`src/rtl/scsi_flag_pkg.sv`:
```
package scsi_flag_pkg;

  localparam int unsigned CMD_W    = 8;
  localparam int unsigned PHASE_W  = 3;
  localparam int unsigned N_ERR    = 2;  // gross, parity

  localparam logic [CMD_W-1:0] CMD_NOP       = 8'h00;
  localparam logic [CMD_W-1:0] CMD_RESET_CHIP = 8'h02;
  localparam int unsigned      CMD_DMA_BIT   = 7;

  typedef enum logic [PHASE_W-1:0] {
    PH_DATA_OUT = 3'b000,
    PH_DATA_IN  = 3'b001,
    PH_COMMAND  = 3'b010,
    PH_STATUS   = 3'b011,
    PH_RSVD_OUT = 3'b100,
    PH_RSVD_IN  = 3'b101,
    PH_MSG_OUT  = 3'b110,
    PH_MSG_IN   = 3'b111
  } bus_phase_e;

  typedef enum int unsigned {
    ERR_GROSS  = 0,
    ERR_PARITY = 1
  } err_idx_e;

  function automatic logic is_info_in(input logic [PHASE_W-1:0] ph);
    return (ph == PH_DATA_IN) || (ph == PH_STATUS) || (ph == PH_MSG_IN);
  endfunction

endpackage

```
`src/rtl/sticky_flag.sv`:
```
module sticky_flag (
  input  logic clk_i,
  input  logic rst_ni,
  input  logic set_i,
  input  logic clr_i,
  output logic q_o
);

  logic q_q;

  // set has priority so no event is lost
  always_ff @(posedge clk_i or negedge rst_ni) begin
    if (!rst_ni)     q_q <= 1'b0;
    else if (set_i)  q_q <= 1'b1;
    else if (clr_i)  q_q <= 1'b0;
  end

  assign q_o = q_q;

endmodule

```
`src/rtl/flag_cmd_decode.sv`:
```
module flag_cmd_decode
  import scsi_flag_pkg::*;
(
  input  logic             cmd_valid_i,
  input  logic [CMD_W-1:0] cmd_code_i,
  output logic             cnt_load_o,
  output logic             reset_chip_o,
  output logic             nop_o
);

  always_comb begin
    cnt_load_o   = cmd_valid_i && cmd_code_i[CMD_DMA_BIT];
    reset_chip_o = cmd_valid_i && (cmd_code_i == CMD_RESET_CHIP);
    nop_o        = cmd_valid_i && (cmd_code_i == CMD_NOP);
  end

endmodule

```
`src/rtl/xfer_counter.sv`:
```
module xfer_counter #(
  parameter int unsigned CNT_W = 16
) (
  input  logic             clk_i,
  input  logic             rst_ni,
  input  logic             load_i,
  input  logic [CNT_W-1:0] load_val_i,
  input  logic             dec_i,
  output logic [CNT_W-1:0] cnt_o,
  output logic             hit_zero_o
);

  localparam logic [CNT_W-1:0] CNT_ONE  = CNT_W'(1);
  localparam logic [CNT_W-1:0] CNT_ZERO = '0;

  logic [CNT_W-1:0] cnt_q;
  logic             dec_ok;

  assign dec_ok     = dec_i && !load_i && (cnt_q != CNT_ZERO);
  assign hit_zero_o = dec_ok && (cnt_q == CNT_ONE);

  always_ff @(posedge clk_i or negedge rst_ni) begin
    if (!rst_ni)      cnt_q <= CNT_ZERO;
    else if (load_i)  cnt_q <= load_val_i;
    else if (dec_ok)  cnt_q <= cnt_q - CNT_ONE;
  end

  assign cnt_o = cnt_q;

endmodule

```
`src/rtl/scsi_status_flags.sv`:
```
module scsi_status_flags
  import scsi_flag_pkg::*;
#(
  parameter int unsigned CNT_W = 16
) (
  input  logic               clk_i,
  input  logic               rst_ni,
  input  logic               fifo_ovwr_i,
  input  logic               dir_mismatch_i,
  input  logic               sync_phase_err_i,
  input  logic               parity_en_i,
  input  logic               parity_err_i,
  input  logic               initiator_i,
  input  logic [PHASE_W-1:0] phase_i,
  input  logic               cmd_valid_i,
  input  logic [CMD_W-1:0]   cmd_code_i,
  input  logic [CNT_W-1:0]   cnt_load_val_i,
  input  logic               byte_xfer_i,
  input  logic               int_rd_i,
  input  logic               int_asserted_i,
  input  logic               scsi_rst_i,
  input  logic               atn_release_i,
  output logic               gross_err_o,
  output logic               parity_err_o,
  output logic               term_cnt_o,
  output logic [CNT_W-1:0]   xfer_cnt_o,
  output logic               atn_req_o
);

  logic             cnt_load, reset_chip, nop_seen;
  logic             tc_hit;
  logic             par_hit, atn_set;
  logic             err_clr;
  logic [N_ERR-1:0] err_set, err_q;

  flag_cmd_decode u_dec (
    .cmd_valid_i  (cmd_valid_i),
    .cmd_code_i   (cmd_code_i),
    .cnt_load_o   (cnt_load),
    .reset_chip_o (reset_chip),
    .nop_o        (nop_seen)
  );

  xfer_counter #(.CNT_W(CNT_W)) u_cnt (
    .clk_i      (clk_i),
    .rst_ni     (rst_ni),
    .load_i     (cnt_load),
    .load_val_i (cnt_load_val_i),
    .dec_i      (byte_xfer_i && !nop_seen),
    .cnt_o      (xfer_cnt_o),
    .hit_zero_o (tc_hit)
  );

  assign par_hit = parity_en_i && parity_err_i;
  assign atn_set = par_hit && initiator_i && is_info_in(phase_i);

  assign err_set[ERR_GROSS]  = fifo_ovwr_i || dir_mismatch_i || sync_phase_err_i;
  assign err_set[ERR_PARITY] = par_hit;
  // status read clears errors only with the interrupt line high
  assign err_clr = (int_rd_i && int_asserted_i) || reset_chip;

  for (genvar g = 0; g < N_ERR; g++) begin : g_err
    sticky_flag u_flag (
      .clk_i  (clk_i),
      .rst_ni (rst_ni),
      .set_i  (err_set[g]),
      .clr_i  (err_clr),
      .q_o    (err_q[g])
    );
  end

  sticky_flag u_tc (
    .clk_i  (clk_i),
    .rst_ni (rst_ni),
    .set_i  (tc_hit),
    .clr_i  (cnt_load || reset_chip),
    .q_o    (term_cnt_o)
  );

  sticky_flag u_atn (
    .clk_i  (clk_i),
    .rst_ni (rst_ni),
    .set_i  (atn_set),
    .clr_i  (reset_chip || atn_release_i || scsi_rst_i),
    .q_o    (atn_req_o)
  );

  assign gross_err_o  = err_q[ERR_GROSS];
  assign parity_err_o = err_q[ERR_PARITY];

endmodule

```
`config.mk`:
```
export PLATFORM = sky130hd
export DESIGN_NAME = scsi_status_flags
export DESIGN_NICKNAME = d
export VERILOG_FILES = /design/src/rtl/scsi_flag_pkg.sv /design/src/rtl/sticky_flag.sv /design/src/rtl/flag_cmd_decode.sv /design/src/rtl/xfer_counter.sv /design/src/rtl/scsi_status_flags.sv
export SDC_FILE = /design/constraint.sdc
export NUM_CORES = 1
export LEC_CHECK = 0
export ABC_CLOCK_PERIOD_IN_PS = 2910
export BUFFER_PORTS_ARGS = -buffer_cell sky130_fd_sc_hd__buf_4
export CORE_MARGIN = 10
export CORE_UTILIZATION = 46
export DETAILED_ROUTE_END_ITERATION = 8
export GPL_TIMING_DRIVEN = 0
export PLACE_DENSITY = 0.79
export SYNTH_ARGS = -nofsm -noshare
export SYNTH_HDL_FRONTEND = slang
export SYNTH_HIERARCHICAL = 1
export SYNTH_SLANG_ARGS = --single-unit
```
`constraint.sdc`:
```
create_clock -name clk_i -period 2.91 [get_ports clk_i]
set_clock_uncertainty 0.1 [all_clocks]
set_input_delay 0 -clock clk_i [delete_from_list [all_inputs] [get_ports clk_i]]
set_output_delay 0 -clock clk_i [all_outputs]
set_load 0.1 [all_outputs]
```
==> flow_summary_export.csv <==
group,metric,value,unit
floorplan,coreArea,0.002758,mm2
floorplan,fp.dieW,73.70,um
synthesis,synth_flop_cell,"dfrtp_1",
sta,setup_tns,0,ns
drt,drt_wl_total,4590,um
setup_path,path_cells,"inv_1 -> ha_1 -> or3b_1 -> o41a_1 -> a311o_1 -> nand3_1",
placement,placedCellCount,240,
finish,drive_gt1_share,30.25,%
power,swShare,52.81,%
cts,htree_levels,1,
sta,period_minus_slack,2.367,ns
floorplan,pin_count,61,
synthesis,synth_area,0.001326,mm2
finish,multi_input_area,772.0,um2
cts,cts_setup_buffers,0,
drt,first_pass_iters,4,
setup_path,start_kind,"register",
global_route,grt_pass1_wl,7348,um
sta,rsz0062_at_grt,"false",
synthesis,synth_edf_count,0,
power,p_switching,0.6318,mW
worst_hold_path,hp-class,"input pin to async pin",
setup_path,cp.required,3.05,ns
power,clock_power_share,10.9,%
finish,seq_area,500.5,um2
drt,routed-via-count,1536,
global_route,overflow,0,
status,status,"finished clean",
drt,wl_per_cell,17.06,um
cts,cts_tree,"built",
finish,nNetsFinal,283,
setup_path,cp_slowest_cell,"dfrtp_1",
placement,hpwlAfterDp,3298,um
sta,drv_slew,0,
synthesis,yosys.area_share.simple,30.66,%
global_route,antenna_found_initial,0,
finish,diodes,0,
power,p_leak,0.9435,nW
finish,utilization,76.09,%
finish,final_cells,269,
finish,area_delta_synth_final,58.21,%
floorplan,initial_core_util,48.09,%
drt,via_per_inst,5.710,
synthesis,synth_async_sr_flop_share,100.0,%
cts,cts_buffer_depth,2,
sta,setup_viol,0,
synthesis,synthDistinctLibCells,49,
global_route,first_global_vias,1566,
synthesis,synth_top_family_by_area,"simple AND/OR/NAND/NOR gates",
drt,drcViolationCount,0,
synthesis,synth-xor-area-share,2.642,%
setup_path,worstPathArrival,2.51,ns
cts,clock_latency,0.30,ns
setup_path,critPathLaunch,"u_cnt/cnt_o[0]",
cts,clk_pin_slew,0.11,ns
drt,first_iter_violations,92,
floorplan,dieArea,0.005431,mm2
setup_path,worst_setup_path_end_kind,"register",
setup_path,cpPeakStageDelay,0.51,ns
synthesis,synthCells,149,
finish,num-fill-cells,211,
global_route,track_usage,16.85,%
synthesis,synth-seq-cells,20,
placement,gp_congestion,0.8642,
sta,worst_slack,0.5432,ns
synthesis,synth_compound_area_share,20.75,%
global_route,grt_max_degree,21,
placement,preCtsSetupSlack,0.5971,ns
placement,io_buffers,60,
sta,fin_crit_sh,81.33,%
sta,hold_violations,0,
synthesis,synth.mux.area_fraction,2.264,%
cts,cts_sinks,20,
flow_run,drv_cap,0,
power,combPwrFrac,55.8,%
setup_path,rr_startpoint,"u_cnt/cnt_o[0]",
power,p_per_area,570.1,mW/mm2
synthesis,synth_fa_ha_area_share,1.887,%
setup_path,rr_worst_depth,6,
drt,antenna_left,0,
synthesis,yosysWarnings,6,
synthesis,synthesis.nets,192,
power,p_seq_share,33.2,%
sta,worst_pin_slew,1.059,ns
sta,slew-limit-headroom,28.72,%
power,power,1.196,mW
setup_path,critical_path_class,"register to register",
floorplan,num_rows,19,
floorplan,die_h,73.70,um
setup_path,path_max_fanout,7,
power,vdd_ir_drop_max,0.5384,mV
cts,cts_root_buf,"clkbuf_4",
sta,max_freq,422.5,MHz
synthesis,syn_avg_cell_area,8.901,um2
power,internal_power,0.5644,mW
cts,cts_buffers,3,
synthesis,seq_area_frac_synth,37.74,%
==> critical path, delay by kind of cell (launching register included) <==
family          cells  cell delay [ns]
simple gates        2             0.51
buf+inv             1             0.10
fa+ha+maj           1             0.23
flops               1             0.51
compound gates      2             0.85
==> per-layer routing <==
layer / track usage, % / wire length (um) / up-vias
met1: 17.50 / 1610 / 724
met5: 0 / 0 / -
met4: 2.899 / 36 / 0
li1: - / - / 745
met2: 32.77 / 2618 / 61
met3: 4.441 / 325 / 6
==> final cells by class <==
cell class,count,share of cell area [%]
buffer,4,0.7752
sequential,20,23.85
multi-input combinational,115,36.79
clock buffer,3,1.073
inverter,10,1.789
tap,31,1.849
timing repair buffer,86,33.87
==> cell families (layout without fill, tap and decap cells) <==
family / Yosys count / count (layout)
AOI/OAI and AO/OA: 39 / 39
xor gates and xnor gates: 4 / 4
adders and majority gates: 2 / 2
buffers and inverters: 14 / 103
DFF: 20 / 20
muxes: 3 / 3
and+or+nand+nor: 67 / 67
==> synthesized netlist by cell type (2+ instances only) <==
library cell | count | area (um2)
or4_1 | 5 | 37.54
inv_1 | 10 | 37.54
nor4_1 | 3 | 18.77
a21oi_1 | 5 | 25.02
ha_1 | 2 | 25.02
a21o_1 | 4 | 30.03
or4b_1 | 2 | 20.02
o41ai_1 | 2 | 17.52
or2_1 | 2 | 12.51
nor2b_1 | 2 | 12.51
mux2i_1 | 3 | 30.03
clkbuf_1 | 3 | 11.26
nor3_1 | 3 | 15.01
o21ai_1 | 9 | 45.04
nor2_1 | 11 | 41.29
nand2_1 | 19 | 71.32
or4_4 | 2 | 22.52
xnor2_1 | 3 | 26.28
a31oi_1 | 6 | 37.54
or3_1 | 2 | 12.51
dfrtp_1 | 20 | 500.5
nand4_1 | 4 | 25.02
==> power by group through the flow <==
| stage | Clock (mW) | Combinational (mW) | Sequential, mW |
|---|---|---|---|
| floorplan | 0 | 0.162 | 0.702 |
| global placement | 0 | 0.629 | 0.398 |
| detailed placement | 0 | 0.636 | 0.401 |
| CTS | 0.136 | 0.666 | 0.396 |
| global route | 0.150 | 0.700 | 0.409 |
| finish | 0.131 | 0.668 | 0.397 |
==> stage by stage <==
| stage | hold slack, ns | cell area (um2) |
|---|---|---|
| 5_1_grt | 0.02347 | 2098 |
| 3_3_place_gp | -0.2090 | 1815 |
| 4_1_cts | 0.002421 | 2098 |
| 3_5_place_dp | -0.2046 | 1815 |
| 2_1_floorplan | -0.3956 | 1326 |
| 6_report | 0.01650 | 2098 |
==> state kept, by name (all words and copies together) (netlist names) <==
register,flops
u_cnt/cnt_o,16
g_err.u_flag/q_o,2
u_atn/q_o,1
u_tc/q_o,1
==> worst paths after layout <==
check                      slack, ns         endpoint
max in group asynchronous       2.49        u_atn/q_o
setup reg to reg                0.54   u_cnt/cnt_o[7]
min in group clk_i              0.10         u_tc/q_o
setup / recovery                0.54   u_cnt/cnt_o[7]
hold / removal                  0.02  u_cnt/cnt_o[11]
hold reg to reg                 0.40         u_tc/q_o
==> cell usage in the layout, fill, tap and decap left out, types with 4 or more instances in the layout <==
cell type      count
nand4_1            4
dlygate4sd3_1     26
a31oi_1            6
o21ai_1            9
nor2_1            11
a21oi_1            5
or4_1              5
dfrtp_1           20
a21o_1             4
inv_1             10
nand2_1           19
buf_4             60
==> timing repair <==
| action | CTS | global route |
|---|---|---|
| endpoints found under the hold margin | 39 | 0 |
| hold buffers | 26 | 0 |
| gates resized for setup | 0 | 0 |
Power figures use the tool's default switching activity.
